## src/rtl/sync_meas_pkg.sv

```systemverilog
// Package: shared constants and helpers for the sync measurement block.
// Assumes frequencies are given as positive integers in hertz.
package sync_meas_pkg;

    localparam int NUM_CH = 2;
    localparam int CH_H   = 0;
    localparam int CH_V   = 1;

    // Converts a frequency threshold into a period limit in oscillator cycles.
    function automatic int period_limit(input int osc_hz, input int thr_hz);
        return osc_hz / thr_hz;
    endfunction

endpackage

```

## src/rtl/sync_deglitch.sv

```systemverilog
// Module: sync_deglitch
// Brings one asynchronous sync line into the clock domain through two flops.
// It then accepts a new level only when two consecutive synchronized samples
// agree, so a single-cycle pulse is dropped.
// Assumes clk is the free-running oscillator; reset is synchronous, active low.
module sync_deglitch (
    input  logic clk,
    input  logic rst_n,
    input  logic raw_in,
    output logic clean_o
);

    logic meta_q;
    logic sync_q;
    logic hist_q;
    logic clean_q;

    // Synchronizer chain plus one history stage for the stability check.
    always_ff @(posedge clk) begin
        if (!rst_n) begin
            meta_q <= 1'b0;
            sync_q <= 1'b0;
            hist_q <= 1'b0;
        end else begin
            meta_q <= raw_in;
            sync_q <= meta_q;
            hist_q <= sync_q;
        end
    end

    // Clean level follows the synchronized level once two samples agree.
    always_ff @(posedge clk) begin
        if (!rst_n) begin
            clean_q <= 1'b0;
        end else if (sync_q == hist_q) begin
            clean_q <= sync_q;
        end
    end

    assign clean_o = clean_q;

endmodule

```

## src/rtl/sync_period_meter.sv

```systemverilog
// Module: sync_period_meter
// Measures one clean sync line: period between rising edges, high and low
// time inside that period, presence with separate set/clear limits, and
// polarity from the duty cycle. All counters saturate.
// Assumes CLR_LIM < 2^CNT_W-1 and SET_LIM <= CLR_LIM.
module sync_period_meter #(
    parameter int CNT_W   = 22,
    parameter int SET_LIM = 357954,
    parameter int CLR_LIM = 1431818
) (
    input  logic             clk,
    input  logic             rst_n,
    input  logic             clean_in,
    output logic [CNT_W-1:0] period_o,
    output logic             present_o,
    output logic             neg_pol_o
);

    localparam logic [CNT_W-1:0] MAX_V = '1;
    localparam logic [CNT_W-1:0] SET_V = CNT_W'(SET_LIM);
    localparam logic [CNT_W-1:0] CLR_V = CNT_W'(CLR_LIM);

    logic             prev_q;
    logic             primed_q;
    logic [CNT_W-1:0] run_q;
    logic [CNT_W-1:0] hi_q;
    logic [CNT_W-1:0] lo_q;
    logic [CNT_W-1:0] per_q;
    logic             pres_q;
    logic             neg_q;
    logic             rise;
    logic [CNT_W-1:0] per_meas;

    // Increments a count unless it already sits at full scale.
    function automatic logic [CNT_W-1:0] sat_inc(input logic [CNT_W-1:0] v);
        return (v == MAX_V) ? v : v + 1'b1;
    endfunction

    assign rise     = clean_in & ~prev_q;
    assign per_meas = sat_inc(run_q);

    // Previous clean level for edge detection.
    always_ff @(posedge clk) begin
        if (!rst_n) prev_q <= 1'b0;
        else        prev_q <= clean_in;
    end

    // Running period, high and low counters restarted on each rising edge.
    always_ff @(posedge clk) begin
        if (!rst_n) begin
            run_q <= '0;
            hi_q  <= '0;
            lo_q  <= '0;
        end else if (rise) begin
            run_q <= '0;
            hi_q  <= CNT_W'(1);
            lo_q  <= '0;
        end else begin
            run_q <= sat_inc(run_q);
            if (clean_in) hi_q <= sat_inc(hi_q);
            else          lo_q <= sat_inc(lo_q);
        end
    end

    // Period and polarity results latched at each measured rising edge.
    always_ff @(posedge clk) begin
        if (!rst_n) begin
            primed_q <= 1'b0;
            per_q    <= '0;
            neg_q    <= 1'b0;
        end else if (rise) begin
            primed_q <= 1'b1;
            if (primed_q) begin
                per_q <= per_meas;
                neg_q <= (hi_q > lo_q);
            end
        end
    end

    // Presence flag with hysteresis and a timeout clear for a missing sync.
    always_ff @(posedge clk) begin
        if (!rst_n) begin
            pres_q <= 1'b0;
        end else if (rise && primed_q) begin
            if (per_meas < SET_V)      pres_q <= 1'b1;
            else if (per_meas > CLR_V) pres_q <= 1'b0;
        end else if (!rise && (run_q >= CLR_V)) begin
            pres_q <= 1'b0;
        end
    end

    assign period_o  = per_q;
    assign present_o = pres_q;
    assign neg_pol_o = neg_q;

endmodule

```

## src/rtl/sync_monitor.sv

```systemverilog
// Module: sync_monitor (top)
// Measures the horizontal and vertical sync lines in the oscillator domain.
// One deglitch stage and one period meter are built per channel. Limits are
// derived from the oscillator frequency and the threshold frequencies.
// Assumes sync inputs are asynchronous and every real phase lasts >= 2 cycles.
module sync_monitor #(
    parameter int OSC_HZ   = 14318180,
    parameter int CNT_W    = 22,
    parameter int H_SET_HZ = 10000,
    parameter int H_CLR_HZ = 10,
    parameter int V_SET_HZ = 40,
    parameter int V_CLR_HZ = 10
) (
    input  logic             clk,
    input  logic             rst_n,
    input  logic             hsync_in,
    input  logic             vsync_in,
    output logic             h_clean,
    output logic             v_clean,
    output logic [CNT_W-1:0] h_period,
    output logic [CNT_W-1:0] v_period,
    output logic             h_present,
    output logic             v_present,
    output logic             h_neg_pol,
    output logic             v_neg_pol
);

    import sync_meas_pkg::*;

    localparam int H_SET_LIM = period_limit(OSC_HZ, H_SET_HZ);
    localparam int H_CLR_LIM = period_limit(OSC_HZ, H_CLR_HZ);
    localparam int V_SET_LIM = period_limit(OSC_HZ, V_SET_HZ);
    localparam int V_CLR_LIM = period_limit(OSC_HZ, V_CLR_HZ);

    logic [NUM_CH-1:0] raw_w;
    logic [NUM_CH-1:0] clean_w;
    logic [NUM_CH-1:0] pres_w;
    logic [NUM_CH-1:0] neg_w;
    logic [CNT_W-1:0]  per_w [NUM_CH];

    assign raw_w[CH_H] = hsync_in;
    assign raw_w[CH_V] = vsync_in;

    // One measurement channel per sync line.
    for (genvar g = 0; g < NUM_CH; g++) begin : g_ch
        localparam int SET_L = (g == CH_H) ? H_SET_LIM : V_SET_LIM;
        localparam int CLR_L = (g == CH_H) ? H_CLR_LIM : V_CLR_LIM;

        sync_deglitch u_dg (
            .clk     (clk),
            .rst_n   (rst_n),
            .raw_in  (raw_w[g]),
            .clean_o (clean_w[g])
        );

        sync_period_meter #(
            .CNT_W   (CNT_W),
            .SET_LIM (SET_L),
            .CLR_LIM (CLR_L)
        ) u_pm (
            .clk       (clk),
            .rst_n     (rst_n),
            .clean_in  (clean_w[g]),
            .period_o  (per_w[g]),
            .present_o (pres_w[g]),
            .neg_pol_o (neg_w[g])
        );
    end

    assign h_clean   = clean_w[CH_H];
    assign v_clean   = clean_w[CH_V];
    assign h_period  = per_w[CH_H];
    assign v_period  = per_w[CH_V];
    assign h_present = pres_w[CH_H];
    assign v_present = pres_w[CH_V];
    assign h_neg_pol = neg_w[CH_H];
    assign v_neg_pol = neg_w[CH_V];

endmodule

```

## config.mk

```make
export PLATFORM = sky130hd
export DESIGN_NAME = sync_monitor
export DESIGN_NICKNAME = d
export VERILOG_FILES = /design/src/rtl/sync_meas_pkg.sv /design/src/rtl/sync_deglitch.sv /design/src/rtl/sync_period_meter.sv /design/src/rtl/sync_monitor.sv
export SDC_FILE = /design/constraint.sdc
export NUM_CORES = 1
export LEC_CHECK = 0
export BUFFER_PORTS_ARGS = -buffer_cell sky130_fd_sc_hd__buf_2
export CAP_MARGIN = 30
export CELL_PAD_IN_SITES_DETAIL_PLACEMENT = 0
export CELL_PAD_IN_SITES_GLOBAL_PLACEMENT = 1
export CORE_ASPECT_RATIO = 0.7
export CORE_MARGIN = 5
export CORE_UTILIZATION = 50
export DETAILED_ROUTE_END_ITERATION = 6
export PLACE_DENSITY = 0.95
export SETUP_SLACK_MARGIN = 0.4
export SLEW_MARGIN = 40
export SYNTH_ARGS = -nofsm -noshare
export SYNTH_HDL_FRONTEND = slang
export SYNTH_SLANG_ARGS = --single-unit
```

## constraint.sdc

```tcl
create_clock -name clk -period 4.09 [get_ports clk]
set_clock_uncertainty 0.1 [all_clocks]
set_input_delay 1.227 -clock clk [delete_from_list [all_inputs] [get_ports clk]]
set_output_delay 1.227 -clock clk [all_outputs]
set_load 0.005 [all_outputs]
```

==> run_results.csv <==
group,metric,value,unit
yosys,yosys.cell_types.count,81,
grt,grt_most_used_layer,"met2",
worst_setup_path,cp_top_family,"simple AND/OR/NAND/NOR gates",
yosys,yosys.area.top_type,"dfxtp_1",
yosys,ys_warn_count,0,
yosys,synth_edf_count,0,
hold_path,holdPathStages,1,
grt,use_met2,0.3083,
timing,fin_tns_setup,0,ns
yosys,syn_nets,1285,
yosys,synth_common_cells,"192 x dfxtp_1, 151 x nor2_1, 114 x nand2_1",
worst_setup_path,critPathLaunchType,"flip-flop",
timing,max_freq,0.3295,GHz
clock_network,cts_resized,0,
clock_network,clk_latency,0.45,ns
floorplanning,dieArea,23690,µm²
worst_setup_path,timing.rr.start,"g_ch[0].u_pm.run_q[1]",
clock_network,cts_setup_buffers,0,
drt,wire_per_inst,15.74,µm
yosys,postSynthCellCount,1229,
worst_setup_path,cpPeakStageDelay,0.44,ns
worst_setup_path,critPathSlowestCell,"dfxtp_1",
job,cap_violations,0,
floorplanning,placementRows,44,
pwr,ir_drop,0.3153,mV
clock_network,ctsRootBufferMaster,"clkbuf_16",
floorplanning,die_x,181.9,µm
worst_setup_path,cp_cell_sequence,"ha_1 > and3_1 > nand2_2 > nor3_1 > o21ai_1 > or3_1 > or4_1 > o2111ai_1 > o211ai_1",
hold_path,min_path_type,"flip-flop to flip-flop",
pwr,leakage,0.004587,µW
drt,drc,0,
yosys,synth_ff_type,"dfxtp_1",
floorplanning,start_util,0.5034,
yosys,synth_top_area_share,0.3719,
drt,avgViaCountPerCell,5.667,
grt,grt_use_total,0.2073,
layout,drive_above_1_share,0.09708,
yosys,async_flop_share,0,
yosys,synth-seq-cells,192,
worst_setup_path,worstSetupStartpoint,"g_ch[0].u_pm.run_q[1]",
timing,max_slew.worst_pin.slew,0.6998,ns
layout,syn2layout_area_growth,9.635,%
floorplanning,core_area,20530,µm²
grt,gr-usage-met1,0.3045,
grt,grt_first_pass_wirelength,40.48,mm
worst_setup_path,reg2reg_depth,9,
yosys,synth_area_leaders,"dfxtp_1 37%, xnor2_1 6.9%, ha_1 6.3%, nor2_1 5.5%, nand2_1 4.1%",
worst_setup_path,reg2reg_to,"g_ch[0].u_pm.present_o",
place,port-buffer-count,53,
run_status,status,"complete, no violations",
yosys,ys_seq_area_frac,0.3719,
place,dp_hpwl,17.75,mm
timing,finalCriticalPeriod,3.035,ns
worst_setup_path,critPathBufInv,0,
worst_setup_path,reg2reg_slack,1.05,ns
worst_setup_path,worstPathArrival,3.25,ns
drt,finalWirelength,24.29,mm
clock_network,clkTransAtPathRegs,0.07,ns
drt,drtIter0Drc,696,
layout,antenna_cells,0,
timing,rsz0062_at_grt,"no",
timing,setup_viol,0,
hold_path,hp-start,"g_ch[0].u_dg.meta_q",
floorplanning,boundaryPins,54,
clock_network,tritoncts,"yes",
drt,vias,8744,
yosys,syn_area_per_cell,8.410,µm²
timing,relSlewSlack,0.5324,
clock_network,ctsHoldBuffers,0,
drt,drt-pass1-iter-count,5,
grt,grt_use_met3,0.05350,
layout,final_util,0.5519,
worst_setup_path,critPathMaxFanout,7,
grt,antenna_found_initial,0,
clock_network,cts_made_buffers,17,
pwr,power_density,318.8,nW/µm²
floorplanning,die-height,130.3,µm
grt,grt_max_degree,66,
place,place_congestion,0.9283,
timing,finalHoldViolations,0,
clock_network,cts_max_level,4,
clock_network,cts_sinks,192,
yosys,syn_area,10340,µm²
hold_path,holdPathEnd,"g_ch[0].u_dg.sync_q",
timing,period_share,0.7421,
worst_setup_path,critical_path_required,4.31,ns
drt,ant_nets,0,
worst_setup_path,endpoint_kind,"flip-flop",
worst_setup_path,critPathKind,"flip-flop to flip-flop",
layout,fin_nets,1311,
clock_network,clock_path_buffers,2,
grt,grt-ovfl-total,0,
grt,grt_pass1_vias,7963,
yosys,synthMostInstantiatedCell,"dfxtp_1",
timing,slew_viol_final,0,
[through the flow]
step                      total power (µW)  area (µm²)  std cells  setup WS (ns)  hold WS [ns]
final                                 3613       11330       1543          1.055        0.3441
after global routing                  3732       11330       1543         0.7365        0.3674
after CTS                             3635       11330       1543          1.089        0.3476
after detailed placement              2058       10790       1512          1.111        0.3217
after global placement                2057       10780       1512          1.181        0.3137
after floorplan                       2028       10340       1229          1.494        0.3119
[flip-flops by register name, indices dropped and copies added (netlist names), 44 cells and up]
register and count:
g_ch.u_pm.run_q 44, g_ch.u_pm.hi_q 44, g_ch.u_pm.lo_q 44, g_ch.u_pm.period_o 44
[cells in the final DEF, fill, tap and decap left out, types with 13 or more instances in the layout]
cell type and count:
a21o_1 17, a21oi_1 32, and2_1 27, and3_1 18
and4_1 19, buf_2 53, clkbuf_16 17, dfxtp_1 192
ha_1 52, inv_1 64, nand2_1 113, nand3_1 53
nand4_1 30, nor2_1 151, nor3_1 35, nor4_1 13
o211a_1 30, o21ai_0 46, or3_1 22, xnor2_1 81
xor2_1 29
[power by group]
part           leakage [µW]  internal, µW  switching, µW
Sequential          0.00155          1880           18.1
Clock              0.000259           837            760
Combinational       0.00278          44.0           71.5
[logic make-up (layout without fill, tap and decap cells)]
kind of cell / count (synthesis) / after routing / share of synthesized area
adder cells (fa/ha/maj): 52 / 52 / 0.06295
buffers and inverters: 118 / 156 / 0.04636
XOR/XNOR: 110 / 110 / 0.09321
flip-flops: 192 / 192 / 0.3719
AND/OR/NAND/NOR: 535 / 535 / 0.2666
AO/OA/AOI/OAI: 212 / 212 / 0.1493
multiplexers: 10 / 10 / 0.009805
[routing by layer]
layer | routed length, µm | vias up
met5 | 0 | -
met4 | 223 | 0
met3 | 1559 | 28
met2 | 10110 | 247
met1 | 12400 | 4086
li1 | - | 4383
[worst max path at each step]
stage,endpoint,cells past startpoint
detailed placement,g_ch[0].u_pm.present_o,9
finish,g_ch[0].u_pm.present_o,9
floorplan,g_ch[0].u_pm.present_o,9
CTS,g_ch[0].u_pm.present_o,9
global placement,g_ch[0].u_pm.present_o,9
global route,g_ch[0].u_pm.present_o,9
[final cells by class]
class                           instances  area, µm²
Clock buffer                           18      429.2
Clock inverter                         13      115.1
Fill cell                            1926       9203
Inverter                               64      240.2
Multi-Input combinational cell        919       6033
Sequential cell                       192       3844
Tap cell                              276      345.3
Timing Repair Buffer                   61      325.3
Note: power is estimated with default switching activity, not from simulation.
